File: src/rtl/sia_pkg.sv
package sia_pkg;

  typedef enum logic [2:0] {
    ST_IDLE   = 3'd0,
    ST_SELF   = 3'd1,
    ST_START  = 3'd2,
    ST_FRAMES = 3'd3,
    ST_STOP   = 3'd4
  } seq_state_e;

  typedef enum logic [1:0] {
    PH_SAMPLE  = 2'd0,
    PH_RECOVER = 2'd1,
    PH_TURN    = 2'd2
  } phase_e;

  typedef enum logic {
    MODE_CONT  = 1'b0,
    MODE_QUIET = 1'b1
  } mode_e;

endpackage

File: src/rtl/sia_rst_sync.sv
module sia_rst_sync #(
  parameter int STAGES = 2
) (
  input  logic clk,
  input  logic rst_n,
  output logic rst_sync_n
);
  localparam int TOP = STAGES - 1;

  logic [STAGES-1:0] shreg_q;
  logic [STAGES-1:0] shreg_d;

  generate
    if (STAGES > 1) begin : g_multi
      always_comb shreg_d = {shreg_q[STAGES-2:0], 1'b1};
    end else begin : g_single
      always_comb shreg_d = 1'b1;
    end
  endgenerate

  always_ff @(posedge clk or negedge rst_n) begin
    if (!rst_n) shreg_q <= '0;
    else        shreg_q <= shreg_d;
  end

  assign rst_sync_n = shreg_q[TOP];
endmodule

File: src/rtl/sia_low_meter.sv
module sia_low_meter #(
  parameter int CNT_W = 3
) (
  input  logic             clk,
  input  logic             rst_n,
  input  logic             line_i,
  output logic [CNT_W-1:0] low_cnt
);
  localparam logic [CNT_W-1:0] CNT_MAX = '1;

  logic [CNT_W-1:0] cnt_d;

  // Run length of consecutive low samples, saturating; cleared on a high sample.
  always_comb begin
    cnt_d = low_cnt;
    if (line_i)                 cnt_d = '0;
    else if (low_cnt != CNT_MAX) cnt_d = low_cnt + 1'b1;
  end

  always_ff @(posedge clk or negedge rst_n) begin
    if (!rst_n) low_cnt <= '0;
    else        low_cnt <= cnt_d;
  end
endmodule

File: src/rtl/sia_sequencer.sv
module sia_sequencer
  import sia_pkg::*;
#(
  parameter int DATA_FRAMES = 17,
  parameter int MIN_GAP     = 2,
  parameter int CNT_W       = 3,
  parameter int FR_W        = 5
) (
  input  logic             clk,
  input  logic             rst_n,
  input  logic             line_i,
  input  logic [CNT_W-1:0] low_cnt,
  input  logic             pending,
  output seq_state_e       state_q,
  output phase_e           phase_q,
  output logic [FR_W-1:0]  frame_q,
  output mode_e            mode_q
);
  localparam int GAP_W = (MIN_GAP > 1) ? $clog2(MIN_GAP + 1) : 1;
  localparam logic [FR_W-1:0]  LAST_FR  = FR_W'(DATA_FRAMES - 1);
  localparam logic [GAP_W-1:0] GAP_REQ  = GAP_W'(MIN_GAP);
  localparam logic [CNT_W-1:0] W_QUIET  = CNT_W'(2);
  localparam logic [CNT_W-1:0] W_CONT   = CNT_W'(3);

  seq_state_e       state_d;
  phase_e           phase_d;
  logic [FR_W-1:0]  frame_d;
  mode_e            mode_d;
  logic [GAP_W-1:0] gap_q, gap_d;

  logic gap_ok;
  logic stop_end;

  assign gap_ok   = (gap_q >= GAP_REQ);
  // A high sample closing a low run of two or more clocks.
  assign stop_end = line_i && (low_cnt >= W_QUIET);

  always_comb begin
    state_d = state_q;
    phase_d = phase_q;
    frame_d = frame_q;
    mode_d  = mode_q;
    gap_d   = gap_q;
    unique case (state_q)
      ST_IDLE: begin
        if (!gap_ok) gap_d = gap_q + 1'b1;
        if (!line_i) begin
          state_d = ST_START;
        end else if ((mode_q == MODE_QUIET) && pending && gap_ok) begin
          state_d = ST_SELF;
        end
      end
      ST_SELF: begin
        state_d = ST_START;
      end
      ST_START: begin
        if (line_i) begin
          state_d = ST_FRAMES;
          frame_d = '0;
          phase_d = PH_SAMPLE;
        end
      end
      ST_FRAMES: begin
        unique case (phase_q)
          PH_SAMPLE:  phase_d = PH_RECOVER;
          PH_RECOVER: phase_d = PH_TURN;
          default: begin
            phase_d = PH_SAMPLE;
            if (frame_q == LAST_FR) state_d = ST_STOP;
            else                    frame_d = frame_q + 1'b1;
          end
        endcase
      end
      ST_STOP: begin
        if (stop_end) begin
          if (low_cnt == W_QUIET)     mode_d = MODE_QUIET;
          else if (low_cnt == W_CONT) mode_d = MODE_CONT;
          state_d = ST_IDLE;
          gap_d   = GAP_W'(1);
        end
      end
      default: state_d = ST_IDLE;
    endcase
  end

  always_ff @(posedge clk or negedge rst_n) begin
    if (!rst_n) begin
      state_q <= ST_IDLE;
      phase_q <= PH_SAMPLE;
      frame_q <= '0;
      mode_q  <= MODE_CONT;
      gap_q   <= '0;
    end else begin
      state_q <= state_d;
      phase_q <= phase_d;
      frame_q <= frame_d;
      mode_q  <= mode_d;
      gap_q   <= gap_d;
    end
  end
endmodule

File: src/rtl/sia_slot_driver.sv
module sia_slot_driver
  import sia_pkg::*;
#(
  parameter int SLOT_W = 5,
  parameter int FR_W   = 5
) (
  input  logic              clk,
  input  logic              rst_n,
  input  seq_state_e        state_q,
  input  phase_e            phase_q,
  input  logic [FR_W-1:0]   frame_q,
  input  logic [SLOT_W-1:0] slot_num,
  input  logic              irq_lvl,
  output logic              line_o,
  output logic              line_oe,
  output logic              pending
);
  logic slot_hit;
  logic rep_en;
  logic rep_q;

  assign slot_hit = (state_q == ST_FRAMES) && (32'(frame_q) == 32'(slot_num));
  assign rep_en   = slot_hit && (phase_q == PH_SAMPLE);

  always_comb begin
    line_oe = 1'b0;
    line_o  = 1'b1;
    if (state_q == ST_SELF) begin
      line_oe = 1'b1;
      line_o  = 1'b0;
    end else if (slot_hit) begin
      unique case (phase_q)
        PH_SAMPLE: begin
          line_oe = !irq_lvl;
          line_o  = 1'b0;
        end
        PH_RECOVER: begin
          line_oe = 1'b1;
          line_o  = 1'b1;
        end
        default: line_oe = 1'b0;
      endcase
    end
  end

  // Level last put on the bus, captured as the sample clock closes.
  always_ff @(posedge clk or negedge rst_n) begin
    if (!rst_n)      rep_q <= 1'b0;
    else if (rep_en) rep_q <= irq_lvl;
  end

  assign pending = (irq_lvl != rep_q);
endmodule

File: src/rtl/serial_irq_agent.sv
module serial_irq_agent
  import sia_pkg::*;
#(
  parameter int DATA_FRAMES = 17,
  parameter int SLOT_W      = 5,
  parameter int MIN_GAP     = 2,
  parameter int LOW_CNT_W   = 3,
  parameter int RST_STAGES  = 2
) (
  input  logic              clk,
  input  logic              rst_n,
  input  logic              line_i,
  output logic              line_o,
  output logic              line_oe,
  input  logic              irq_lvl,
  input  logic [SLOT_W-1:0] slot_num
);
  localparam int FR_W = (DATA_FRAMES > 1) ? $clog2(DATA_FRAMES) : 1;

  logic                 core_rst_n;
  logic [LOW_CNT_W-1:0] low_cnt;
  logic                 pending;
  seq_state_e           seq_state;
  phase_e               seq_phase;
  logic [FR_W-1:0]      seq_frame;
  mode_e                seq_mode;

  sia_rst_sync #(.STAGES(RST_STAGES)) u_rst (
    .clk        (clk),
    .rst_n      (rst_n),
    .rst_sync_n (core_rst_n)
  );

  sia_low_meter #(.CNT_W(LOW_CNT_W)) u_meter (
    .clk     (clk),
    .rst_n   (core_rst_n),
    .line_i  (line_i),
    .low_cnt (low_cnt)
  );

  sia_sequencer #(
    .DATA_FRAMES (DATA_FRAMES),
    .MIN_GAP     (MIN_GAP),
    .CNT_W       (LOW_CNT_W),
    .FR_W        (FR_W)
  ) u_seq (
    .clk     (clk),
    .rst_n   (core_rst_n),
    .line_i  (line_i),
    .low_cnt (low_cnt),
    .pending (pending),
    .state_q (seq_state),
    .phase_q (seq_phase),
    .frame_q (seq_frame),
    .mode_q  (seq_mode)
  );

  sia_slot_driver #(
    .SLOT_W (SLOT_W),
    .FR_W   (FR_W)
  ) u_drv (
    .clk      (clk),
    .rst_n    (core_rst_n),
    .state_q  (seq_state),
    .phase_q  (seq_phase),
    .frame_q  (seq_frame),
    .slot_num (slot_num),
    .irq_lvl  (irq_lvl),
    .line_o   (line_o),
    .line_oe  (line_oe),
    .pending  (pending)
  );
endmodule

File: config.mk
export PLATFORM = sky130hd
export DESIGN_NAME = serial_irq_agent
export DESIGN_NICKNAME = d
export VERILOG_FILES = /design/src/rtl/sia_pkg.sv /design/src/rtl/sia_rst_sync.sv /design/src/rtl/sia_low_meter.sv /design/src/rtl/sia_sequencer.sv /design/src/rtl/sia_slot_driver.sv /design/src/rtl/serial_irq_agent.sv
export SDC_FILE = /design/constraint.sdc
export NUM_CORES = 1
export LEC_CHECK = 0
export BUFFER_PORTS_ARGS = -buffer_cell sky130_fd_sc_hd__buf_2
export CAP_MARGIN = 20
export CORE_UTILIZATION = 50
export CTS_CLUSTER_DIAMETER = 200
export CTS_CLUSTER_SIZE = 14
export DETAILED_ROUTE_END_ITERATION = 8
export GPL_ROUTABILITY_DRIVEN = 0
export PLACE_DENSITY_LB_ADDON = 0.25
export SLEW_MARGIN = 20
export SYNTH_ARGS = -nofsm -noshare
export SYNTH_HDL_FRONTEND = slang
export SYNTH_SLANG_ARGS = --single-unit
File: constraint.sdc
create_clock -name clk -period 1.4 [get_ports clk]
set_input_delay 0.21 -clock clk [delete_from_list [all_inputs] [get_ports clk]]
set_output_delay 0.21 -clock clk [all_outputs]
set_load 0.05 [all_outputs]
==> summary.md <==
| Metric | Value |
|---|---|
| Die area | 0.00247 mm^2 |
| Layout area overhead | 49.0% |
| Flip-flop and latch area | 478 um^2 |
| Post-synthesis compound-gate area fraction | 10.3% |
| Top cells by count, synth | 19 x dfrtp_1, 14 x nor2_1, 8 x o21ai_0, 7 x xor2_1 |
| WP data arrival | 1620 ps |
| Sequential power share | 28.2% |
| Finished Core Util | 83.1% |
| Final min period | 1830 ps |
| Max stage delay on crit path | 420 ps |
| Number of diodes | 0 |
| Cells after Synth | 114 |
| Core area | 0.00204 mm^2 |
| PD cells | 1670 mW/mm^2 |
| RSZ-0062 raised after global routing | true |
| CTS tree | done |
| Post-synthesis cell area | 0.00114 mm^2 |
| Final period utilization | 131% |
| Mux contribution to synthesized area | 6.92% |
| Xor and xnor area share after synthesis | 6.92% |
| Via count | 1013 |
| Slew Limit Fails | 0 |
| Top-count cell post-synth | dfrtp_1 |
| Cell taking the most area after synthesis | dfrtp_1 |
| Layout cells sized above 1 | 50.3% |
| Die width | 49.7 um |
| # rows | 16 |
| Element type at the critical path start | flip-flop |
| Max-cap violation count | 0 |
| Area contributors post-synth | dfrtp_1 42%, ha_1 6.6%, xor2_1 5.4% |
| Sink Count | 19 |
| Wirelength per Cell | 17.0 um |
| Post-Synth Adder-Cell Area | 6.59% |
| First-pass GRT wire length | 4750 um |
| Later-pin clock latency in the skew report | 320 ps |
| Syn Nets | 129 |
| Leakage | 0.781 nW |
| Initial DRC Count | 14 |
| Clock share of power | 10.9% |
| Initial antenna violation count | 0 |
| Largest family of logic cells by synthesized area | simple AND/OR/NAND/NOR gates |
| Multi-input gate area | 796 um^2 |
| Sw Share | 40.4% |
| Status | complete, but fails checks |
| Synth warnings | 0 |
| DP HPWL | 1950 um |
| Top-Level Pins | 11 |
| DRT antenna net count | 0 |
| WS Path Type | flip-flop to primary output |
| Setup violators final | 11 |
| Pre-antenna DRT Iters | 4 |
| Vias in the first global route | 1041 |
| Synth Area in Simple Gates | 23.4% |
| Net switching power | 0.00114 W |
| Worst Clk Skew | 0.683 ps |
| Fraction of registers with async set/reset | 100% |
| VDD IR max | 1.17 mV |
| Hold Violations, Final | 0 |
| Average size of a mapped cell | 10.0 um^2 |
| Hold_ws | 103 ps |
| Final WL | 3130 um |
| Max stage delay cell, worst path | dfrtp_1 |
| Hold Crit Class | flip-flop to async pin |
| Reg clk slew, reported paths | 120 ps |
| Yosys reg bits | 19 |
| Highest clock rate | 547 MHz |
| Initial Utilization | 55.8% |
| Vias per inst | 5.51 |
| Post-layout nets | 173 |
| Crit path required time | 1190 ps |
| Seq/Total Area, Yosys | 41.7% |
| Filler cells | 117 |
| Overflow after GRT | 0 |
| Violated checks | negative setup slack |
| Clk buf depth | 2 |
| Cell variety after synth | 38 |
| Total track usage | 25.5% |
| Comb power frac | 60.9% |
| Total CTS buffers | 3 |
| Number of remaining DRC errors | 0 |
| Worst-path cell chain | xor2_1 > nor3_2 > and3_4 > a21oi_2 > buf_6 |
| Post-synth EDFFs | 0 |
| Critical path fanouts, max | 3 |
| Synth Flop Type | dfrtp_1 |
| Pint | 0.00169 W |
| Share of the synthesized area in the top cell type | 41.7% |
| # H-tree levels | 1 |
| Root Buffer | clkbuf_4 |
| Die H | 49.7 um |
| Worst Slack Setup Final | -429 ps |
| Port-buffer cells | 10 |
| Largest net degree at the start of global routing | 13 |
| CP endpoint kind | primary output |
[metrics by stage]
| stage | setup slack [ps] | instances | power (W) | TNS [ps] | area, um^2 |
|---|---|---|---|---|---|
| after CTS | -402 | 183 | 0.00258 | -1340 | 1600 |
| final | -429 | 184 | 0.00283 | -1690 | 1700 |
| after global routing | -489 | 184 | 0.00300 | -2290 | 1700 |
| after detailed placement | -225 | 170 | 0.00196 | -1320 | 1390 |
| after global placement | -189 | 170 | 0.00189 | -635 | 1390 |
| after floorplan | -86.4 | 114 | 0.00151 | -227 | 1160 |
[cells by family after synthesis]
kind of cell / count (synthesis)
xor gates and xnor gates: 9
AOI/OAI and AO/OA: 20
muxes: 7
adders and majority gates: 6
DFF: 19
and+or+nand+nor: 43
buffers and inverters: 9
other: 1
[state kept, by name, summed over array words and instances (netlist names)]
register / count
u_drv.rep_q: 1
u_seq.gap_q: 2
u_seq.phase_q: 2
u_seq.mode_q: 1
u_seq.state_q: 3
u_seq.frame_q: 5
u_rst.shreg_q: 2
u_meter.low_cnt: 3
[area by class of cell]
cell class,instances,share of cell area (%)
clock buffers,3,1.33
repair buffers,43,20.0
flip-flops and latches,19,28.2
inverters,5,1.25
well taps,27,1.99
multi-input cells,86,46.9
clock inverters,1,0.442
[repair_timing]
item / CTS / global route
hold buffers: 1 / 0
endpoints found under the setup margin: 10 / 14
setup buffers: 8 / 4
gates cloned: 0 / 0
hold endpoints to repair: 2 / 0
pin swaps: 10 / 8
resized for setup: 28 / 20
[critical path, delay by kind of cell, from the launching register on]
family                    cells  cell delay [ps]
buffers and inverters         1              140
xor gates and xnor gates      1              180
AOI/OAI and AO/OA             1               40
and+or+nand+nor               2              510
DFF                           1              420
[cell usage in the layout (no fill, tap or decap), types with 3 or more instances in the layout]
master,count
a21oi_1,4
buf_2,8
buf_4,25
buf_6,9
clkbuf_4,3
dfrtp_1,17
ha_1,4
inv_1,4
mux2_4,3
mux2i_1,3
nand2_1,3
nand4_1,3
nor2_1,12
nor3b_2,3
o21ai_1,4
xor2_1,7
[power groups by stage]
| stage | sequential, W | combinational, W | clock (W) |
|---|---|---|---|
| 4_1_cts | 0.000795 | 0.00148 | 0.000309 |
| 5_1_grt | 0.000816 | 0.00185 | 0.000332 |
| 3_3_place_gp | 0.000806 | 0.00108 | 0 |
| 6_report | 0.000800 | 0.00173 | 0.000308 |
| 2_1_floorplan | 0.000800 | 0.000714 | 0 |
| 3_5_place_dp | 0.000818 | 0.00114 | 0 |
[layer usage]
layer,up-vias,share of wire (%),global-route usage (%)
li1,483,-,-
met1,517,41,29.2
met2,11,56,46.8
met3,2,2.2,4.94
met4,0,0.61,8.10
met5,-,0,0
[worst paths after layout]
kind                                   from          endpoint  slack, ps  cells past startpoint
setup / recovery           u_seq.frame_q[1]            line_o       -430                      5
hold / removal             u_rst.shreg_q[1]  u_seq.frame_q[2]        100                      0
setup reg to reg           u_seq.frame_q[0]  u_seq.state_q[0]       -200                      7
hold reg to reg            u_rst.shreg_q[1]  u_seq.frame_q[2]        100                      0
max in group asynchronous  u_rst.shreg_q[1]  u_seq.state_q[1]        840                      1
min in group clk                    irq_lvl       u_drv.rep_q        240                      3
Note: power is estimated with default switching activity, not from simulation.
